**config.mk**
```make
export PLATFORM = sky130hd
export DESIGN_NAME = pwm2_top
export DESIGN_NICKNAME = d
export VERILOG_FILES = /design/src/rtl/pwm2_pkg.sv /design/src/rtl/pwm2_regs.sv /design/src/rtl/pwm2_prescale.sv /design/src/rtl/pwm2_phase.sv /design/src/rtl/pwm2_top.sv
export SDC_FILE = /design/constraint.sdc
export NUM_CORES = 1
export LEC_CHECK = 0
export BUFFER_PORTS_ARGS = -buffer_cell sky130_fd_sc_hd__buf_4
export CELL_PAD_IN_SITES_DETAIL_PLACEMENT = 1
export CELL_PAD_IN_SITES_GLOBAL_PLACEMENT = 2
export CORE_MARGIN = 5
export CORE_UTILIZATION = 44
export DETAILED_ROUTE_END_ITERATION = 10
export PLACE_DENSITY_LB_ADDON = 0.05
export SLEW_MARGIN = 20
export SYNTH_ARGS = -nofsm -noshare
export SYNTH_HDL_FRONTEND = slang
export SYNTH_SLANG_ARGS = --single-unit
```
**constraint.sdc**
```tcl
create_clock -name clk -period 10.9 [get_ports clk]
set_clock_uncertainty 0.15 [all_clocks]
set_input_delay 1.09 -clock clk [delete_from_list [all_inputs] [get_ports clk]]
set_output_delay 1.09 -clock clk [all_outputs]
set_load 0.1 [all_outputs]
```
**src/rtl/pwm2_pkg.sv**
```systemverilog
package pwm2_pkg;
  localparam int CNT_W  = 16;
  localparam int DIV_W  = 7;
  localparam int SEL_W  = 2;
  localparam int NSRC   = 1 << SEL_W;
  localparam int NCH    = 2;
  localparam int REG_W  = 32;
  localparam int ADDR_W = 4;
  localparam logic [REG_W-1:0] CTRL_MASK = 32'h00FF_FFF3;

  typedef struct packed {
    logic             out_en;
    logic             clk_en;
    logic [DIV_W-1:0] div;
    logic [SEL_W-1:0] sel;
    logic [CNT_W-1:0] hi;
    logic [CNT_W-1:0] lo;
  } ch_cfg_t;

  // Pull one channel's settings out of its length word and the shared control word.
  function automatic ch_cfg_t decode_cfg(input int ch, input logic [REG_W-1:0] len_word,
                                         input logic [REG_W-1:0] ctrl);
    ch_cfg_t c;
    c.out_en = ctrl[ch];
    c.sel    = ctrl[4 + 2*ch +: SEL_W];
    c.div    = ctrl[8 + 8*ch +: DIV_W];
    c.clk_en = ctrl[15 + 8*ch];
    c.hi     = len_word[2*CNT_W-1:CNT_W];
    c.lo     = len_word[CNT_W-1:0];
    return c;
  endfunction

  function automatic logic [CNT_W:0] period_len(input logic [CNT_W-1:0] hi,
                                               input logic [CNT_W-1:0] lo);
    return {1'b0, hi} + {1'b0, lo};
  endfunction
endpackage

```
**src/rtl/pwm2_regs.sv**
```systemverilog
module pwm2_regs
  import pwm2_pkg::*;
(
  input  logic                      clk,
  input  logic                      rst_n,
  input  logic                      wr_i,
  input  logic [ADDR_W-1:0]         addr_i,
  input  logic [REG_W-1:0]          wdata_i,
  output logic [REG_W-1:0]          rdata_o,
  output logic [NCH-1:0][REG_W-1:0] len_o,
  output logic [REG_W-1:0]          ctrl_o
);
  logic [NCH-1:0][REG_W-1:0] len_q;
  logic [REG_W-1:0]          ctrl_q;

  always_ff @(posedge clk or negedge rst_n) begin
    if (!rst_n) begin
      len_q  <= '0;
      ctrl_q <= '0;
    end else if (wr_i) begin
      case (addr_i)
        4'h0:    len_q[0] <= wdata_i;
        4'h4:    len_q[1] <= wdata_i;
        4'h8:    ctrl_q   <= wdata_i & CTRL_MASK;
        default: ;
      endcase
    end
  end

  always_comb begin
    case (addr_i)
      4'h0:    rdata_o = len_q[0];
      4'h4:    rdata_o = len_q[1];
      4'h8:    rdata_o = ctrl_q;
      default: rdata_o = '0;
    endcase
  end

  assign len_o  = len_q;
  assign ctrl_o = ctrl_q;
endmodule

```
**src/rtl/pwm2_prescale.sv**
```systemverilog
module pwm2_prescale
  import pwm2_pkg::*;
(
  input  logic             clk,
  input  logic             rst_n,
  input  logic             run_i,
  input  logic             clken_i,
  input  logic [NSRC-1:0]  src_i,
  input  logic [SEL_W-1:0] sel_i,
  input  logic [DIV_W-1:0] div_i,
  output logic             ptick_o
);
  logic [DIV_W-1:0] cnt_q;
  logic             adv;

  assign adv     = run_i && clken_i && src_i[sel_i];
  assign ptick_o = adv && (cnt_q == div_i);

  always_ff @(posedge clk or negedge rst_n) begin
    if (!rst_n)       cnt_q <= '0;
    else if (!run_i)  cnt_q <= '0;
    else if (adv)     cnt_q <= ptick_o ? '0 : cnt_q + 1'b1;
  end

  // a gated prescaler keeps its count
  assert_hold_when_gated_R6: assert property (@(posedge clk) disable iff (!rst_n)
    (run_i && !clken_i) |=> $stable(cnt_q));
  // the count never passes the latched divide value
  assert_count_below_div_R5: assert property (@(posedge clk) disable iff (!rst_n)
    cnt_q <= div_i);
endmodule

```
**src/rtl/pwm2_phase.sv**
```systemverilog
module pwm2_phase
  import pwm2_pkg::*;
(
  input  logic             clk,
  input  logic             rst_n,
  input  logic             en_i,
  input  logic [CNT_W-1:0] hi_i,
  input  logic [CNT_W-1:0] lo_i,
  input  logic [DIV_W-1:0] div_i,
  input  logic             ptick_i,
  output logic             run_o,
  output logic [DIV_W-1:0] div_o,
  output logic             out_o
);
  localparam logic [CNT_W:0] ONE = 1;

  logic             run_q;
  logic [CNT_W:0]   pos_q;
  logic [CNT_W-1:0] hi_q, lo_q;
  logic [DIV_W-1:0] div_q;
  logic [CNT_W:0]   plen;
  logic             wrap;

  assign plen = period_len(hi_q, lo_q);
  assign wrap = ptick_i && ((plen == '0) || (pos_q == plen - ONE));

  always_ff @(posedge clk or negedge rst_n) begin
    if (!rst_n) begin
      run_q <= 1'b0;
      pos_q <= '0;
      hi_q  <= '0;
      lo_q  <= '0;
      div_q <= '0;
    end else if (!en_i) begin
      run_q <= 1'b0;
      pos_q <= '0;
    end else if (!run_q || wrap) begin
      run_q <= 1'b1;
      pos_q <= '0;
      hi_q  <= hi_i;
      lo_q  <= lo_i;
      div_q <= div_i;
    end else if (ptick_i) begin
      pos_q <= pos_q + ONE;
    end
  end

  assign run_o = run_q;
  assign div_o = div_q;
  assign out_o = en_i && run_q && (pos_q < {1'b0, hi_q});

  // a disabled channel has its state cleared on the next edge
  assert_cleared_when_off_R3: assert property (@(posedge clk) disable iff (!rst_n)
    !en_i |=> (!run_q && pos_q == '0));
  // the position stays inside the period
  assert_pos_in_period_R7: assert property (@(posedge clk) disable iff (!rst_n)
    (run_q && plen != '0) |-> (pos_q < plen));
  // latched settings move only at a period boundary
  assert_latch_stable_R9: assert property (@(posedge clk) disable iff (!rst_n)
    (en_i && run_q && !wrap) |=> ($stable(hi_q) && $stable(lo_q) && $stable(div_q)));
  // zero high length never drives high
  assert_zero_high_low_R8: assert property (@(posedge clk) disable iff (!rst_n)
    (run_q && hi_q == '0) |-> !out_o);
endmodule

```
**src/rtl/pwm2_top.sv**
```systemverilog
module pwm2_top
  import pwm2_pkg::*;
(
  input  logic              clk,
  input  logic              rst_n,
  input  logic              reg_wr,
  input  logic [ADDR_W-1:0] reg_addr,
  input  logic [REG_W-1:0]  reg_wdata,
  output logic [REG_W-1:0]  reg_rdata,
  input  logic [NSRC-1:0]   src_tick,
  output logic [NCH-1:0]    pwm_out
);
  logic [NCH-1:0][REG_W-1:0] len_w;
  logic [REG_W-1:0]          ctrl_w;

  pwm2_regs u_regs (
    .clk(clk), .rst_n(rst_n), .wr_i(reg_wr), .addr_i(reg_addr),
    .wdata_i(reg_wdata), .rdata_o(reg_rdata), .len_o(len_w), .ctrl_o(ctrl_w)
  );

  for (genvar c = 0; c < NCH; c++) begin : g_ch
    ch_cfg_t          cfg;
    logic             ptick, run;
    logic [DIV_W-1:0] div_l;

    assign cfg = decode_cfg(c, len_w[c], ctrl_w);

    pwm2_prescale u_pre (
      .clk(clk), .rst_n(rst_n), .run_i(run), .clken_i(cfg.clk_en),
      .src_i(src_tick), .sel_i(cfg.sel), .div_i(div_l), .ptick_o(ptick)
    );

    pwm2_phase u_phase (
      .clk(clk), .rst_n(rst_n), .en_i(cfg.out_en), .hi_i(cfg.hi), .lo_i(cfg.lo),
      .div_i(cfg.div), .ptick_i(ptick), .run_o(run), .div_o(div_l), .out_o(pwm_out[c])
    );
  end
endmodule

```
==> run_results.csv, run 1 <==
group,metric,value,unit
route,wirelength,37500,microns
global_routing,grt-busiest-layer,"met2",
global_routing,groute.layer.met3.usage,2.91,%
critical_path,critPathArrivalTime,5.55,ns
placed_design,place_inst,1687,
logic_synthesis,syn_avg_cell_area,10.5,sq um
floorplan,core_region_area,29700,sq um
clocking,h-tree-depth,1,
logic_synthesis,syn_inst,1263,
layout,stdcell_count,1726,
floorplan,rows,63,
critical_path,crit_path_cell_trace,"ha_1, inv_1, fa_1, nand2b_1, a21oi_1, o21ai_0, a31oi_1, nand3_1, o41a_1, a2111oi_0, nand4_1, nor4_1, o21ai_1, a21boi_4, buf_4, mux2_2",
sta,rsz0062_at_grt,"false",
critical_path,path_max_fanout,39,
global_routing,grt_first_pass_wirelength,60100,microns
power_and_ir_drop,total_power,4.55,mW
floorplan,dieHeight,184,microns
layout,antenna_cells,0,
clocking,cts_buffers,25,
route,routed_via_density,5.79,
clocking,cts_root_buf,"clkbuf_16",
global_routing,antenna_found_initial,2,
logic_synthesis,synthTopCellsByArea,"dfrtp_1 (40%), mux2_2 (10%), ha_1 (6.6%)",
sta,relSlewSlack,38.7,%
sta,final.setup.tns,0,ns
critical_path,crit_slowest_cell,"a2111oi_0",
logic_synthesis,yosysSeqAreaShare,40.3,%
critical_path,crit_required,11.18,ns
placed_design,gp_congestion,0.842,
logic_synthesis,async_reset_ff_share,100,%
clocking,cts_tree,"built",
critical_path,worstReg2RegStart,"g_ch[1].u_phase.lo_q[0]$_DFFE_PN0P_",
route,drt_iter0_markers,542,
sta,fmax,189,MHz
layout,fill_cells,3239,
global_routing,grtUsageTotal,22.3,%
logic_synthesis,syn_nets,1378,
min_path,min_to,"g_ch[1].u_phase.div_o[0]$_DFFE_PN0P_",
route,drt-pass1-iter-count,5,
clocking,postCtsSetupRepairBufs,0,
logic_synthesis,yosys_most_used_dff,"dfrtp_1",
layout,drive_above_1_share,21.3,%
run_status,status,"complete, no violations",
global_routing,use_met1,33.1,%
sta,worst_slew_pin_slew,0.918,ns
clocking,postCtsHoldBufs,0,
critical_path,rrSetupSlack,5.62,ns
layout,utilization,50.7,%
global_routing,gr-usage-met2,35.3,%
layout,area_growth,13.4,%
logic_synthesis,synth.distinct_cells,84,
sta,finalSetupViolCount,0,
placed_design,portBuffers,76,
min_path,worstHoldStart,"g_ch[1].u_phase.div_o[0]$_DFFE_PN0P_",
sta,hold_viol_final,0,
logic_synthesis,synth-seq-cells,214,
clocking,clk_path_buf_depth,3,
min_path,hold_path.class,"reg2reg",
global_routing,grt_pass1_vias,10466,
clocking,cts.sinks,214,
clocking,cts_resized,0,
critical_path,end_kind,"register",
layout,nets,1439,
route,vias,10002,
logic_synthesis,synth-edff-count,0,
floorplan,die_w,184,microns
critical_path,critPathKind,"reg2reg",
power_and_ir_drop,p_per_area,302,nW/um^2
layout,regArea,5360,sq um
logic_synthesis,synth_top_area_share,40.3,%
critical_path,startpoint,"g_ch[1].u_phase.lo_q[0]$_DFFE_PN0P_",
sta,period_minus_slack,5.28,ns
sta,final_max_slew_viol_count,0,
critical_path,r2r_cells,16,
power_and_ir_drop,p_leak,6.93,nW
route,drc,0,
route,antenna_left,0,
power_and_ir_drop,peakVddDrop,0.163,mV
clocking,clkLatencyLatePin,0.55,ns
floorplan,io_pins,77,
floorplan,start_util,44.7,%
logic_synthesis,yosys.area.top_type,"dfrtp_1",
global_routing,grt_max_degree,94,
placed_design,place_hpwl,28000,microns
critical_path,cp-start-kind,"register",
clocking,clkTransAtPathRegs,0.06,ns
min_path,whs_path_depth,1,
logic_synthesis,yosys_warnings,0,
critical_path,r2r-end,"g_ch[1].u_phase.hi_q[2]$_DFFE_PN0P_",
sta,finalCritPeriodShare,48.4,%
route,post_drt_wl_per_cell,21.7,microns
logic_synthesis,netlist_area,13300,sq um
layout,multiInputGateArea,7460,sq um
floorplan,die_area,33800,sq um
critical_path,cp_slowest_stage_delay,0.51,ns
global_routing,grt_remaining_overflow,0,
flow_run,maxCapViolCount,0,
==> state kept, by name, indices dropped and copies added (netlist names) <==
name                cells
g_ch.u_phase.lo_q      32
u_regs.ctrl_o          22
g_ch.u_phase.hi_q      32
g_ch.u_phase.run_o      2
g_ch.u_phase.pos_q     34
g_ch.u_pre.cnt_q       14
g_ch.u_phase.div_o     14
u_regs.len_o           64
==> through the flow <==
stage / hold WS (ns) / setup WS [ns] / cell area, sq um
2_1_floorplan: 0.315 / 6.45 / 13300
3_3_place_gp: 0.333 / 5.78 / 14200
3_5_place_dp: 0.351 / 5.59 / 14200
4_1_cts: 0.364 / 5.56 / 15100
5_1_grt: 0.372 / 5.05 / 15100
6_report: 0.357 / 5.62 / 15100
==> worst max-delay path: cells and delay by family, from the launching register on <==
family          cells  cell delay, ns
simple gates        4            0.90
flops               1            0.37
compound gates      7            2.17
mux                 1            0.40
fa+ha+maj           2            0.58
buf+inv             2            0.52
==> power by group <==
group	leakage (nW)	internal, mW	total (mW)	switching, mW
sequential	2.71	1.01	1.25	0.237
combinational	3.82	1.03	2.44	1.41
clock	0.405	0.505	0.855	0.350
total	6.93	2.55	4.55	2.00
==> cell usage in the layout (no fill, tap or decap), drive strengths merged, types with 26 or more instances in the layout <==
master  count
nand3      30
xor2       46
nand2      63
buf        86
mux2      169
inv        81
dfrtp     214
a21oi      37
ha         70
a21o       26
clkbuf     28
nor2       83
xnor2      67
o21ai      35
==> how the worst max path moves through the flow <==
stage                                                  to  slack [ns]  depth (start not counted)
finish                g_ch[1].u_phase.hi_q[2]$_DFFE_PN0P_        5.62                         16
detailed placement  g_ch[0].u_phase.pos_q[10]$_DFFE_PN0P_        5.59                         15
CTS                 g_ch[0].u_phase.pos_q[10]$_DFFE_PN0P_        5.56                         15
floorplan            g_ch[0].u_phase.lo_q[10]$_DFFE_PN0P_        6.45                         17
global route          g_ch[1].u_phase.hi_q[2]$_DFFE_PN0P_        5.05                         16
global placement      g_ch[1].u_phase.lo_q[7]$_DFFE_PN0P_        5.78                         16
==> final cells by class <==
class,instances,area share (%)
Inverter,79,1.97
Tap cell,390,3.24
Clock inverter,11,1.09
Multi-Input combinational cell,918,49.5
Timing Repair Buffer,86,4.33
Clock buffer,28,4.36
Sequential cell,214,35.5
==> synth_stat cells (7+ instances only) <==
master    number
a211oi_1      12
a21o_1        26
a21oi_1       36
a222oi_1      22
a22o_1        10
and2_1        13
and3_1        15
buf_1          8
clkbuf_1      32
dfrtp_1      214
ha_1          70
inv_1         79
mux2_1        39
mux2_2       120
mux2_4        10
mux2i_1        7
nand2_1       63
nand2b_1      14
nand3_1       30
nand3b_1       9
nand4_1       23
nor2_1        83
nor2b_1       11
nor3_1        12
nor4_1         8
o211ai_1      11
o21a_1         7
o21ai_0       30
or3_1          7
xnor2_1       67
xor2_1        46
==> metal layers <==
layer  vias to the layer above  wire length [microns]
met3                        44                   1500
met5                         -                      0
li1                       4723                      -
met2                       176                  16800
met4                         0                    719
met1                      5059                  18500
==> cell families after synthesis <==
group	count (synthesis)	synth area share, %
xor gates and xnor gates	115	7.80
muxes	176	15.1
DFF	214	40.3
AOI/OAI and AO/OA	235	13.3
and+or+nand+nor	320	12.6
adders and majority gates	72	6.89
buffers and inverters	131	3.98
No activity file was read; power rests on OpenSTA's default activity.
==> inputs of run 2 (changes only) <==
Settings changed: CORE_UTILIZATION 44 to 41.
Clock period 10.9 ns to 5.05 ns, I/O delays scaled along.
==> run 2 against run 1 <==
  * Hold slack worse by 0.29 ns
  * Sequential cell count is the same
  * Final area up 2.4%
  * Via count is 0.53% higher
  * Global-route usage is 0.94 points lower
  * Register-to-register slack got worse by 5.4 ns
  * Largest power group unchanged
==> run_results.csv, run 2 (synthesized netlist as in run 1, its figures left out) <==
group,metric,value,unit
clocking,clk_path_buf_depth,3,
critical_path,rrSetupSlack,0.23,ns
global_routing,grt_remaining_overflow,0,
critical_path,critPathTopFamily,"simple AND/OR/NAND/NOR gates",
sta,hold_viol_final,0,
sta,relSlewSlack,54.1,%
clocking,cts.sinks,214,
global_routing,grt_first_pass_wirelength,61700,microns
route,drt-pass1-iter-count,6,
clocking,clkTransAtPathRegs,0.06,ns
sta,holdWs,0.0664,ns
floorplan,start_util,41.2,%
layout,antenna_cells,0,
critical_path,critPathKind,"reg2reg",
route,wirelength,38400,microns
placed_design,gp_congestion,0.835,
critical_path,critPathArrivalTime,5.07,ns
sta,worst_slew_pin_slew,0.689,ns
layout,largest_reg_flops,64,
route,antenna_left,0,
clocking,cts_root_buf,"clkbuf_16",
floorplan,dieHeight,190,microns
clocking,cts_tree,"built",
placed_design,place_hpwl,28600,microns
critical_path,crit_path_cell_trace,"ha_1, inv_1, fa_1, and2b_1, o2111ai_1, and4_1, or4_1, o211ai_1, nor4b_1, nand4_1, a211o_1, and3_1, nor3_2, a311oi_4, buf_12, mux2_1",
layout,fill_cells,3550,
critical_path,crit_required,5.30,ns
floorplan,core_region_area,32300,sq um
min_path,hold_path.class,"in2reg",
sta,finalCritPeriodShare,95.5,%
clocking,clkLatencyLatePin,0.53,ns
global_routing,antenna_found_initial,2,
critical_path,critPathBufInv,2,
critical_path,end_kind,"register",
power_and_ir_drop,p_leak,7.08,nW
placed_design,portBuffers,76,
sta,final_max_slew_viol_count,0,
route,vias,10055,
layout,nets,1455,
sta,finalSetupViolCount,0,
layout,most-common-layout-cells,"dfrtp_1 (214), mux2_2 (120), buf_4 (95)",
sta,period_minus_slack,4.82,ns
layout,mostFrequentLayoutCell,"dfrtp_1",
floorplan,io_pins,77,
route,routed_via_density,5.58,
floorplan,rows,66,
route,post_drt_wl_per_cell,21.3,microns
clocking,cts_buffers,26,
layout,drive_above_1_share,22.5,%
sta,final.setup.tns,0,ns
clocking,h-tree-depth,1,
floorplan,die_area,36100,sq um
layout,area_growth,16.1,%
run_status,status,"complete, no violations",
global_routing,grt_max_degree,124,
route,drc,0,
floorplan,die_w,190,microns
global_routing,grt_pass1_vias,10608,
power_and_ir_drop,peakVddDrop,0.297,mV
sta,fmax,207,MHz
critical_path,cp-start-kind,"register",
flow_run,maxCapViolCount,0,
route,drt_iter0_markers,496,
critical_path,crit_slowest_cell,"or4_1",
critical_path,cp_slowest_stage_delay,0.51,ns
power_and_ir_drop,p_per_area,660,nW/um^2
critical_path,path_max_fanout,35,
global_routing,grtUsageTotal,21.3,%
==> run 2: area by class of cell <==
type                            instances  area [sq um]  area share (%)
Tap cell                              442           553            3.58
Timing Repair Buffer                  101           826            5.35
Clock buffer                           32           714            4.63
Multi-Input combinational cell        918          7470            48.4
Inverter                               79           297            1.92
Sequential cell                       214          5360            34.7
Clock inverter                         15           219            1.42
==> run 2: what timing repair did <==
action / CTS / global route
resized for setup: 1 / 3
hold endpoints to repair: 96 / 0
cloned: 0 / 0
endpoints found under the setup margin: 4 / 39
buffers inserted: 0 / 0
hold buffers: 1 / 0
==> run 2: report_power, final <==
group | total [mW] | internal, mW | switching (mW) | leakage (nW)
clock | 2.04 | 1.26 | 0.775 | 0.450
combinational | 5.46 | 2.34 | 3.12 | 3.91
sequential | 2.69 | 2.19 | 0.500 | 2.71
==> run 2: path summary, 6_finish.rpt <==
kind,depth (start not counted),from,endpoint
min in group asynchronous,2,rst_n,g_ch[0].u_phase.pos_q[8]$_DFFE_PN0P_
worst max-delay path,16,g_ch[0].u_phase.hi_q[0]$_DFFE_PN0P_,g_ch[0].u_phase.hi_q[14]$_DFFE_PN0P_
worst min-delay path,2,reg_wdata[26],u_regs.len_o[26]$_DFFE_PN0P_
max in group asynchronous,3,rst_n,g_ch[1].u_phase.pos_q[12]$_DFFE_PN0P_
worst max register to register,16,g_ch[0].u_phase.hi_q[0]$_DFFE_PN0P_,g_ch[0].u_phase.hi_q[14]$_DFFE_PN0P_
worst min register to register,1,g_ch[0].u_phase.lo_q[12]$_DFFE_PN0P_,g_ch[0].u_phase.lo_q[12]$_DFFE_PN0P_
==> run 2: layer usage <==
layer	GRT usage, %	part of all wire [%]	vias up
met4	4.12	1.7	0
met2	33.3	44	192
met5	0	0	-
met1	32.0	49	5068
met3	2.86	4.5	33
li1	-	-	4762
==> run 2: worst register-to-register path: cells and delay by family, from the launching register on <==
kind,cells,cell delay (ns)
buffers and inverters,2,0.32
flip-flops,1,0.37
AND/OR/NAND/NOR,7,1.98
multiplexers,1,0.40
AO/OA/AOI/OAI,4,0.87
adder cells (fa/ha/maj),2,0.61
==> run 2: stage by stage <==
step	util, %	power, mW	cell area (sq um)	worst slack [ns]	instances
6_report	47.8	10.2	15400	0.228	1801
4_1_cts	47.7	10.3	15400	0.0805	1800
3_3_place_gp	44.7	8.05	14400	0.192	1752
5_1_grt	47.8	11.0	15400	-0.0343	1801
3_5_place_dp	44.7	8.14	14400	0.0173	1752
2_1_floorplan	-	6.64	13300	0.603	1263
